**src/rtl/ccg_pkg.sv**
```systemverilog
`timescale 1ns/1ps
package ccg_pkg;
  localparam int DIV_W  = 6;
  localparam int SRC_W  = 2;
  localparam int PH_W   = 2;
  localparam int Q_W    = DIV_W - 1;
  localparam int CFG_W  = DIV_W + SRC_W + 3 * PH_W;
  localparam int N_TAPS = 4;

  typedef struct packed {
    logic             ddr;
    logic [PH_W-1:0]  rx_ph;
    logic [PH_W-1:0]  tx_ph;
    logic [PH_W-1:0]  cmd_ph;
    logic [SRC_W-1:0] src;
    logic [DIV_W-1:0] div;
  } ccg_set_t;

  // Split the clock word into fields and attach the double-edge request.
  function automatic ccg_set_t unpack_cfg(input logic [CFG_W-1:0] w, input logic ddr);
    ccg_set_t s;
    s.div    = w[DIV_W-1:0];
    s.src    = w[DIV_W +: SRC_W];
    s.cmd_ph = w[DIV_W+SRC_W +: PH_W];
    s.tx_ph  = w[DIV_W+SRC_W+PH_W +: PH_W];
    s.rx_ph  = w[DIV_W+SRC_W+2*PH_W +: PH_W];
    s.ddr    = ddr;
    return s;
  endfunction

  // Quarter period in source ticks: ceil(div/4), with a minimum of one.
  function automatic logic [Q_W-1:0] quarter_len(input logic [DIV_W-1:0] d);
    logic [DIV_W:0] t;
    t = {1'b0, d} + (DIV_W+1)'(3);
    if (d == '0) return Q_W'(1);
    return t[DIV_W:2];
  endfunction

  // Level of a tap delayed by 'sh' quarters when the phase counter is at 'ph'.
  function automatic logic tap_level(input logic [PH_W-1:0] ph, input logic [PH_W-1:0] sh);
    logic [PH_W-1:0] d;
    d = ph - sh;
    return d[PH_W-1];
  endfunction

  function automatic logic src_is_fast(input logic [SRC_W-1:0] s);
    return s == SRC_W'(1);
  endfunction
endpackage

```
**src/rtl/ccg_src_sel.sv**
```systemverilog
`timescale 1ns/1ps
module ccg_src_sel
  import ccg_pkg::*;
(
  input  logic             ref_tick,
  input  logic             fast_tick,
  input  logic [SRC_W-1:0] src,
  output logic             tick
);
  always_comb begin
    tick = src_is_fast(src) ? fast_tick : ref_tick;
  end
endmodule

```
**src/rtl/ccg_gate_ctl.sv**
```systemverilog
`timescale 1ns/1ps
module ccg_gate_ctl
  import ccg_pkg::*;
(
  input  logic     clk,
  input  logic     rst_n,
  input  ccg_set_t cfg_set,
  input  logic     stop_clk,
  input  logic     auto_gate,
  input  logic     always_on,
  input  logic     xfer_busy,
  input  logic     at_boundary,
  output logic     gate_run,
  output logic     load_en,
  output ccg_set_t act,
  output ccg_set_t eff
);
  logic want_idle_gate;

  always_comb begin
    want_idle_gate = auto_gate && !always_on && !xfer_busy;
    gate_run       = !stop_clk && !want_idle_gate;
    load_en        = at_boundary && !stop_clk;
    eff            = load_en ? cfg_set : act;
  end

  always_ff @(posedge clk or negedge rst_n) begin
    if (!rst_n) act <= '0;
    else if (load_en) act <= cfg_set;
  end

  // a frozen clock takes no new settings
  a_r5_stop_freezes_settings: assert property (@(posedge clk) disable iff (!rst_n)
    stop_clk |=> $stable(act));
  // settings move only at the start of a period
  a_r6_update_at_boundary: assert property (@(posedge clk) disable iff (!rst_n)
    !at_boundary |=> $stable(act));
endmodule

```
**src/rtl/ccg_phase_ctr.sv**
```systemverilog
`timescale 1ns/1ps
module ccg_phase_ctr
  import ccg_pkg::*;
(
  input  logic            clk,
  input  logic            rst_n,
  input  logic            tick,
  input  logic [Q_W-1:0]  q_len,
  input  logic            gate_run,
  output logic [PH_W-1:0] ph,
  output logic            at_boundary
);
  logic [Q_W-1:0] qcnt;
  logic           parked;
  logic           step;
  logic           q_wrap;

  always_comb begin
    at_boundary = (ph == '0) && (qcnt == '0);
    parked      = at_boundary && !gate_run;
    step        = tick && !parked;
    q_wrap      = (qcnt == Q_W'(q_len - Q_W'(1)));
  end

  always_ff @(posedge clk or negedge rst_n) begin
    if (!rst_n) begin
      qcnt <= '0;
      ph   <= '0;
    end else if (step) begin
      if (q_wrap) begin
        qcnt <= '0;
        ph   <= ph + PH_W'(1);
      end else begin
        qcnt <= qcnt + Q_W'(1);
      end
    end
  end

  // the quarter counter never passes the quarter length
  a_r2_qcnt_in_range: assert property (@(posedge clk) disable iff (!rst_n)
    qcnt < q_len);
  // the phase moves only on a source tick
  a_r2_move_on_tick_only: assert property (@(posedge clk) disable iff (!rst_n)
    !tick |=> ($stable(ph) && $stable(qcnt)));
  // a gated clock stays parked at the boundary
  a_r7_park_holds: assert property (@(posedge clk) disable iff (!rst_n)
    (at_boundary && !gate_run) |=> at_boundary);
endmodule

```
**src/rtl/ccg_phase_taps.sv**
```systemverilog
`timescale 1ns/1ps
module ccg_phase_taps
  import ccg_pkg::*;
#(
  parameter int TAPS = N_TAPS
) (
  input  logic [PH_W-1:0]           ph,
  input  logic [TAPS-1:0][PH_W-1:0] shift,
  output logic [TAPS-1:0]           lvl
);
  for (genvar i = 0; i < TAPS; i++) begin : g_tap
    always_comb lvl[i] = tap_level(ph, shift[i]);
  end
endmodule

```
**src/rtl/card_clk_gen.sv**
```systemverilog
`timescale 1ns/1ps
module card_clk_gen
  import ccg_pkg::*;
(
  input  logic             clk,
  input  logic             rst_n,
  input  logic             ref_tick,
  input  logic             fast_tick,
  input  logic [CFG_W-1:0] clk_cfg,
  input  logic             stop_clk,
  input  logic             auto_gate,
  input  logic             always_on,
  input  logic             ddr_req,
  input  logic             xfer_busy,
  output logic             card_clk,
  output logic             cmd_clk,
  output logic             tx_clk,
  output logic             rx_clk,
  output logic             ddr_both_edges
);
  ccg_set_t                   cfg_set, act, eff;
  logic                       gate_run, load_en, at_boundary, tick;
  logic [PH_W-1:0]            ph;
  logic [Q_W-1:0]             q_len;
  logic [N_TAPS-1:0][PH_W-1:0] shifts;
  logic [N_TAPS-1:0]          lvl;

  always_comb begin
    cfg_set = unpack_cfg(clk_cfg, ddr_req);
    q_len   = quarter_len(eff.div);
    shifts  = {act.rx_ph, act.tx_ph, act.cmd_ph, PH_W'(0)};
  end

  ccg_gate_ctl u_gate (
    .clk(clk), .rst_n(rst_n), .cfg_set(cfg_set), .stop_clk(stop_clk),
    .auto_gate(auto_gate), .always_on(always_on), .xfer_busy(xfer_busy),
    .at_boundary(at_boundary), .gate_run(gate_run), .load_en(load_en),
    .act(act), .eff(eff)
  );

  ccg_src_sel u_src (
    .ref_tick(ref_tick), .fast_tick(fast_tick), .src(eff.src), .tick(tick)
  );

  ccg_phase_ctr u_ctr (
    .clk(clk), .rst_n(rst_n), .tick(tick), .q_len(q_len),
    .gate_run(gate_run), .ph(ph), .at_boundary(at_boundary)
  );

  ccg_phase_taps #(.TAPS(N_TAPS)) u_taps (
    .ph(ph), .shift(shifts), .lvl(lvl)
  );

  assign card_clk       = lvl[0];
  assign cmd_clk        = lvl[1];
  assign tx_clk         = lvl[2];
  assign rx_clk         = lvl[3];
  assign ddr_both_edges = act.ddr;

  // each period begins low
  a_r6_period_starts_low: assert property (@(posedge clk) disable iff (!rst_n)
    at_boundary |-> !card_clk);
  // a frozen and parked clock does not move
  a_r5_frozen_static: assert property (@(posedge clk) disable iff (!rst_n)
    (stop_clk && at_boundary) |=> $stable(card_clk));
  // the double-edge flag changes only where settings load
  a_r8_ddr_with_load: assert property (@(posedge clk) disable iff (!rst_n)
    !load_en |=> $stable(ddr_both_edges));
endmodule

```
**config.mk**
```make
export PLATFORM = sky130hd
export DESIGN_NAME = card_clk_gen
export DESIGN_NICKNAME = d
export VERILOG_FILES = /design/src/rtl/ccg_pkg.sv /design/src/rtl/ccg_src_sel.sv /design/src/rtl/ccg_gate_ctl.sv /design/src/rtl/ccg_phase_ctr.sv /design/src/rtl/ccg_phase_taps.sv /design/src/rtl/card_clk_gen.sv
export SDC_FILE = /design/constraint.sdc
export NUM_CORES = 1
export LEC_CHECK = 0
export BUFFER_PORTS_ARGS = -buffer_cell sky130_fd_sc_hd__buf_2
export CORE_MARGIN = 2
export CORE_UTILIZATION = 42
export DETAILED_ROUTE_END_ITERATION = 10
export PLACE_DENSITY_LB_ADDON = 0.2
export SYNTH_ARGS = -nofsm -noshare
export SYNTH_HDL_FRONTEND = slang
export SYNTH_HIERARCHICAL = 1
export SYNTH_SLANG_ARGS = --single-unit
export TNS_END_PERCENT = 100
```
**constraint.sdc**
```tcl
create_clock -name clk -period 4.4 [get_ports clk]
set_clock_uncertainty 0.05 [all_clocks]
set_input_delay 0.88 -clock clk [delete_from_list [all_inputs] [get_ports clk]]
set_output_delay 0.88 -clock clk [all_outputs]
set_load 0.02 [all_outputs]
```
# After elaboration in Yosys (flattened, before gate mapping)
# Index checks and enable logic that the tools add are counted.
op_classes:
  n_addsub: 7
  eq_ne: 2
  mux: 6
  reduce_logical: 17
ops:
  columns: ["operator", "count"]
  rows:
  - ["$mux W5", 3]
  - ["$mux W8", 1]
  - ["$add A6 B2 Y7 const B", 1]
  - ["$logic_and A1 B1 Y1", 7]
  - ["$logic_not A1 Y1", 6]
  - ["$logic_not A6 Y1", 1]
  - ["$sub A2 B2 Y2", 3]
  - ["$add A5 B1 Y5 const B", 1]
  - ["$eq A5 B5 Y1", 1]
  - ["$logic_not A5 Y1", 1]
  - ["$sub A5 B1 Y5 const B", 1]
  - ["$add A2 B1 Y2 const B", 1]
  - ["$eq A2 B1 Y1 const B", 1]
  - ["$logic_not A2 Y1", 1]
  - ["$mux W1", 2]
  - ["$reduce_and A2 Y1", 1]
word_totals:
  ff_bits: 22
  input_bits: 23

# Longest topological paths before layout
# Gate-level depths: netlist of run 1.
depth:
  ltp_word: 10
  depth_mapped: 15
  depth_no_buf: 13

# Modules after synthesis
# Netlist of run 1, hierarchy kept.
modules_own_cells:
  columns: ["mod", "n_inst", "cells_per_inst", "area_per_inst_um2"]
  rows:
  - ["ccg_gate_ctl", 1, 36, 638.1]
  - ["ccg_phase_ctr", 1, 58, 560.5]
  - ["ccg_phase_taps", 1, 13, 128.9]
  - ["card_clk_gen", 1, 12, 77.6]
  - ["ccg_src_sel", 1, 2, 28.8]

# Least setup slack after synthesis of run 1
# No wires, ideal clock.
synth_timing:
  path_type: "input to register"
  start: "input port stop_clk"
  end: "register u_ctr.ph[1]"
  setup_time_ps: 128
  arrival_ps: 3539
  t_required_ps: 4222
  path_slack_ps: 684
  cell_stages: 12
  n_path_buf: 2
  cell_sequence: "nand2b_4 buf_6 buf_12 mux2_4 or3_1 a21boi_1 inv_1 ha_1 xnor3_1 nand3_2 nor4b_2 mux2_1"
synth_rtl:
  columns: ["item", "line_no", "source"]
  rows:
  - ["start, declared", "card_clk_gen.sv:10", "input logic stop_clk,"]
  - ["end signal, assigned", "ccg_phase_ctr.sv:32", "ph <= ph + PH_W'(1);"]
  - ["end, declared", "ccg_phase_ctr.sv:10", "output logic [PH_W-1:0] ph,"]

==> summary.txt, run 1 <==
Run status
  – Status: finished, final reports clean

Critical path
  – Slowest-stage cell, CP: dfrtp_1
  – WP buf/inv: 2
  – Delay-heaviest family, CP: simple AND/OR/NAND/NOR gates
  – Setup crit start kind: flop
  – Data arrival, critical path: between 4 and 5 ns
  – WP data required: between 4 and 5 ns
  – Crit-path max cell delay: 0.58 ns
  – Crit end category: flop
  – Crit-path max FO: 8
  – Crit Path Class: reg -> reg
  – Critical path cell sequence: inv_1, ha_1, and4_1, nand2b_4, mux2_2, or3_1, a21boi_1, inv_1, ha_1, xnor3_1, nand3_2, nor4b_2, mux2_1

Cells and area
  – P&R area growth vs syn: 14.2%
  – Non-Filler Instances: approximately 200
  – # fillers: between 300 and 400
  – Finished Cell Area: approximately 1600 um2
  – Total Nets Final: between 150 and 200
  – Layout cells sized above 1: about 38%
  – # diodes: 0

Power and ir drop
  – Power density cells: 490 nW/um2
  – Internal power: a little over 500 uW
  – P_leak: between 0.7 and 0.8 nW
  – Sw Ratio: between 30% and 40%
  – Comb pwr share: 43.6%
  – Seq pwr share: between 30 and 40%
  – Clock network power share: between 10% and 20%
  – Max VDD drop: roughly 0.27 mV
  – Final Total Pwr: about 800 uW
  – Sw power: a little under 300 uW

Floorplan
  – Starting density of the core: approximately 43%
  – Cell Rows: 21
  – Die Y-Extent: ~62 um
  – Die width: between 60 and 70 um
  – IO Pins: 28
  – Die area: 3890 um2
  – Core Area: approximately 3300 um2

CTS
  – Worst-path clk slew: ~0.13 ns
  – Clock root cell: clkbuf_4
  – Longest Clk Path Bufs: 2
  – CTS sink count: 22
  – CTS tree: built
  – Post-CTS resize count: 0
  – # H-tree levels: 1
  – Total setup buffers inserted after CTS: 0
  – # hold bufs at CTS: 0
  – Worst skew pair latency: about 0.31 ns
  – CTS Buf Count: 3

Detailed routing
  – Routed vias/inst: 4.88
  – Routed wire per std cell: approximately 13 um
  – Initial DRC count: 28
  – Final ANT Viol Nets: 0
  – Final WL: 2570 um
  – # DRC: 0
  – Vias: 952
  – DR pass1 iterations: 4

Global route
  – Met3 GRT Util: 2.72%
  – First-pass GRT wire length: about 4300 um
  – Initial antenna violation count: 0
  – Largest net degree at the start of global routing: 23
  – Grt met1 use: between 15 and 20%
  – Number of global-route vias before repair: roughly 940
  – Total grt overflow: 0
  – GR Util met2: around a quarter
  – Total GRT Usage: between 10% and 20%
  – Gr busiest metal: met2

Timing
  – Count of pins over their slew limit: 0
  – Period utilisation layout: 88.4%
  – Fmax: 257 MHz
  – RSZ-0062 raised after global routing: false
  – # setup viols final: 0
  – Fin crit period: 3.89 ns
  – Worst-Margin Slew: 0.526 ns
  – Setup TNS: 0 ns
  – Max-slew headroom: 64.7%
  – Final hold viol count: 0
  – Hold WS: about 0.46 ns

Placement
  – Placement Cell Area: roughly 1600 um2
  – Dpl cells: about 190
  – PortBufs: 27
  – Detailed placer's ending HPWL: approximately 2000 um
  – Final Wtd Congestion: between 0.7 and 0.8

Logic synthesis
  – Syn Area/Cell: between 10 and 15 um2
  – Synthesized area: 1430 um2
  – Mapped Cells: 120
  – Synth warnings: 6

Run
  – Number of max-cap violations: 0

Min path
  – Worst min-delay path class: reg -> reg
[power by group through the flow]
stage,combinational (mW),clock (mW),sequential (mW)
floorplan,0.302,0,0.276
global placement,0.340,0,0.301
detailed placement,0.349,0,0.302
CTS,0.349,0.159,0.298
global route,0.384,0.167,0.304
finish,0.349,0.154,0.297
[flip-flops by register name, indices dropped and copies added (netlist names)]
name and cells:
u_gate/act 15, u_ctr/ph 2, u_ctr/qcnt 5
[layout by cell type, fill, tap and decap left out, drive strengths merged]
master / instances
bufinv: 1
nor2: 5
ha: 4
o311ai: 3
mux2: 17
o2111ai: 1
xnor3: 1
xor2: 2
xnor2: 16
nor3b: 2
nor2b: 6
nand2: 4
clkbuf: 3
nor3: 3
a21oi: 1
nor4b: 1
inv: 10
o21ai: 2
a2111oi: 1
or3: 1
a21o: 1
a21boi: 1
nor4bb: 1
o22ai: 1
and4: 1
nand2b: 1
dfrtp: 22
o32a: 1
nand3: 3
conb: 2
o221ai: 2
o211ai: 1
buf: 28
[worst paths after layout]
check	startpoint	to	depth (start not counted)	slack, ns
worst max-delay path	u_ctr/ph[1]	u_ctr/ph[1]	13	0.51
worst min-delay path	u_gate/act[6]	u_gate/act[6]	1	0.46
worst max register to register	u_ctr/ph[1]	u_ctr/ph[1]	13	0.51
worst min register to register	u_gate/act[6]	u_gate/act[6]	1	0.46
max in group asynchronous	rst_n	u_gate/act[2]	1	3.49
min in group asynchronous	rst_n	u_ctr/ph[1]	1	0.47
[per-stage QoR]
stage          utilization (%)  setup slack (ns)
2_1_floorplan                -             0.686
4_1_cts                   49.3             0.524
6_report                  49.3             0.509
3_5_place_dp              47.7             0.566
3_3_place_gp              47.7             0.609
5_1_grt                   49.3             0.202
[final cells by class]
type	instances	area [um2]	area share, %
timing repair buffer	28	143	8.74
tap	46	57.6	3.52
sequential	22	551	33.7
clock inverter	1	30.0	1.84
inverter	10	37.5	2.30
clock buffer	3	22.5	1.38
multi-input combinational	85	792	48.5
[metal layers]
layer  vias up  wire, um
met4         0        20
li1        477         -
met3         2        90
met1       454      1180
met5         -         0
met2        19      1280
(Power assumes the default switching activity.)
==> run 2: changes to the inputs <==
--- a/config.mk
+++ b/config.mk
@@ -11,4 +11,5 @@
 export DETAILED_ROUTE_END_ITERATION = 10
 export PLACE_DENSITY_LB_ADDON = 0.2
+export SKIP_LAST_GASP = 1
 export SYNTH_ARGS = -nofsm -noshare
 export SYNTH_HDL_FRONTEND = slang
==> constraint.sdc (replaced) <==
create_clock -name clk -period 4.4 [get_ports clk]
set_clock_uncertainty 0.05 [all_clocks]
set_input_delay 0.44 -clock clk [delete_from_list [all_inputs] [get_ports clk]]
set_output_delay 0.44 -clock clk [all_outputs]
set_load 0.02 [all_outputs]
==> summary.txt, run 2 (same netlist as run 1, synthesis figures left out) <==
Run
  – Number of max-cap violations: 0 (unchanged)

Floorplan
  – Cell Rows: 21 (unchanged)
  – Die width: 62.4 um (unchanged)
  – Die Y-Extent: 62.4 um (unchanged)
  – Starting density of the core: 43.2% (unchanged)
  – Core Area: 3310 um2 (unchanged)
  – IO Pins: 28 (unchanged)
  – Die area: 3890 um2 (unchanged)

Detailed routing
  – Routed wire per std cell: 12.2 um (-7.4%)
  – Final ANT Viol Nets: 0 (unchanged)
  – DR pass1 iterations: 4 (unchanged)
  – Initial DRC count: 25 (-11%)
  – Final WL: 2370 um (-7.9%)
  – Routed vias/inst: 4.75 (-2.8%)
  – # DRC: 0 (unchanged)
  – Vias: 921 (-3.3%)

Cells and area
  – Max reg flops: 15 (unchanged)
  – Top flop regs: u_gate/act (15), u_ctr/qcnt (5), u_ctr/ph (2)
  – Layout cells sized above 1: 37.2% (-0.42 points)
  – Total Nets Final: 176 (-0.56%)
  – Finished Cell Area: 1610 um2 (-1.5%)
  – P&R area growth vs syn: 12.5%
  – Commonest non-fill, non-tap cell in the layout: buf_2
  – Reg with most FFs: u_gate/act
  – # diodes: 0 (unchanged)
  – Commonest non-fill, non-tap cells in the layout: buf_2, dfrtp_1, xnor2_1, inv_1, mux2_4

Placement
  – PortBufs: 27 (unchanged)
  – Final Wtd Congestion: 0.779 (-1.9%)
  – Placement Cell Area: 1570 um2 (-0.48%)
  – Detailed placer's ending HPWL: 1870 um (-6.1%)

CTS
  – CTS tree: built
  – Longest Clk Path Bufs: 2 (unchanged)
  – # H-tree levels: 1 (unchanged)
  – CTS Buf Count: 3 (unchanged)
  – # hold bufs at CTS: 0 (unchanged)
  – Clock root cell: clkbuf_4
  – Post-CTS resize count: 0 (unchanged)
  – Worst skew pair latency: 0.31 ns (about the same)
  – Total setup buffers inserted after CTS: 0 (unchanged)
  – CTS sink count: 22 (unchanged)
  – Worst-path clk slew: 0.13 ns (about the same)

Power and ir drop
  – Final Total Pwr: 753 uW (-5.9%)
  – Max VDD drop: 0.255 mV (-5.6%)
  – P_leak: 0.787 nW (-1.4%)
  – Power density cells: 468 nW/um2 (-4.5%)

Global route
  – First-pass GRT wire length: 4160 um (-3.1%)
  – Largest net degree at the start of global routing: 23 (unchanged)
  – Total grt overflow: 0 (unchanged)
  – Number of global-route vias before repair: 916 (-3.0%)
  – Initial antenna violation count: 0 (unchanged)
  – Total GRT Usage: 13.4% (-0.63 points)

Critical path
  – Crit end category: flop
  – Crit Path Class: reg -> reg
  – Critical path cell sequence: inv_1, ha_1, and4_1, nand2b_4, mux2_2, or3_1, a21boi_1, inv_1, ha_1, xnor3_1, nand3_2, nor4b_2, mux2_1
  – Delay-heaviest family, CP: simple AND/OR/NAND/NOR gates
  – Setup crit start kind: flop
  – Slowest-stage cell, CP: dfrtp_1
  – Data arrival, critical path: 4.22 ns (+0.17 ns)
  – WP data required: 4.56 ns (about the same)
  – WP buf/inv: 2 (unchanged)
  – Crit-path max FO: 15 (+7)
  – Crit-path max cell delay: 0.59 ns (about the same)

Timing
  – Setup TNS: 0 ns (unchanged)
  – Fmax: 246 MHz (-4.3%)
  – # setup viols final: 0 (unchanged)
  – RSZ-0062 raised after global routing: false
  – Period utilisation layout: 92.4% (+3.9 points)
  – Count of pins over their slew limit: 0 (unchanged)
  – Fin crit period: 4.06 ns (+0.173 ns)
  – Max-slew headroom: 66.5% (+1.8 points)
  – Final hold viol count: 0 (unchanged)
  – Worst-Margin Slew: 0.500 ns (-0.0268 ns)

Min path
  – Worst min-delay path class: in -> async

Run status
  – Status: finished, final reports clean
## run 2: changes by cell type in the layout (fill, tap and decap cells not counted), sizes merged
cell and change:
clkbuf +1, buf -1, bufinv -1
## run 2: report_power, final
part / leakage [nW] / internal, mW / switching [mW] / total [mW]
logic: 0.479 / 0.169 / 0.176 / 0.345
clock network: 0.0210 / 0.0505 / 0.0618 / 0.112
registers: 0.287 / 0.242 / 0.0540 / 0.296
## run 2: stage by stage
step / util (%) / cells / worst slack (ns) / hold slack (ns)
final: 48.6 / 194 / 0.335 / 0.0238
after global routing: 48.6 / 194 / 0.0458 / 0.0480
after CTS: 48.6 / 194 / 0.281 / 0.0435
after detailed placement: 47.5 / 190 / 0.299 / 0.394
after global placement: 47.5 / 190 / 0.509 / 0.394
after floorplan: - / 121 / 0.777 / 0.0944
## run 2: area by class of cell
| type | count | area [um2] |
|---|---|---|
| well taps | 46 | 57.6 |
| clock buffers | 4 | 36.3 |
| fillers | 318 | 1700 |
| inverters | 10 | 37.5 |
| flip-flops and latches | 22 | 551 |
| repair buffers | 27 | 135 |
| multi-input cells | 85 | 792 |
## run 2: worst paths after layout
path,from,endpoint,slack [ns],cells past startpoint
setup / recovery,u_ctr/ph[1],u_ctr/ph[1],0.34,13
hold / removal,rst_n,u_ctr/qcnt[0],0.02,1
setup reg to reg,u_ctr/ph[1],u_ctr/ph[1],0.34,13
hold reg to reg,u_gate/act[8],u_gate/act[8],0.46,1
max in group asynchronous,rst_n,u_gate/act[13],3.92,1
min in group clk,ddr_req,u_gate/act[14],0.30,2
## run 2: per-layer routing
metal,up-vias,track usage [%],wire length [um]
met2,15,21.6,1100
li1,472,-,-
met4,0,5.28,25
met1,430,17.6,1150
met3,4,3.08,94
met5,-,0,0
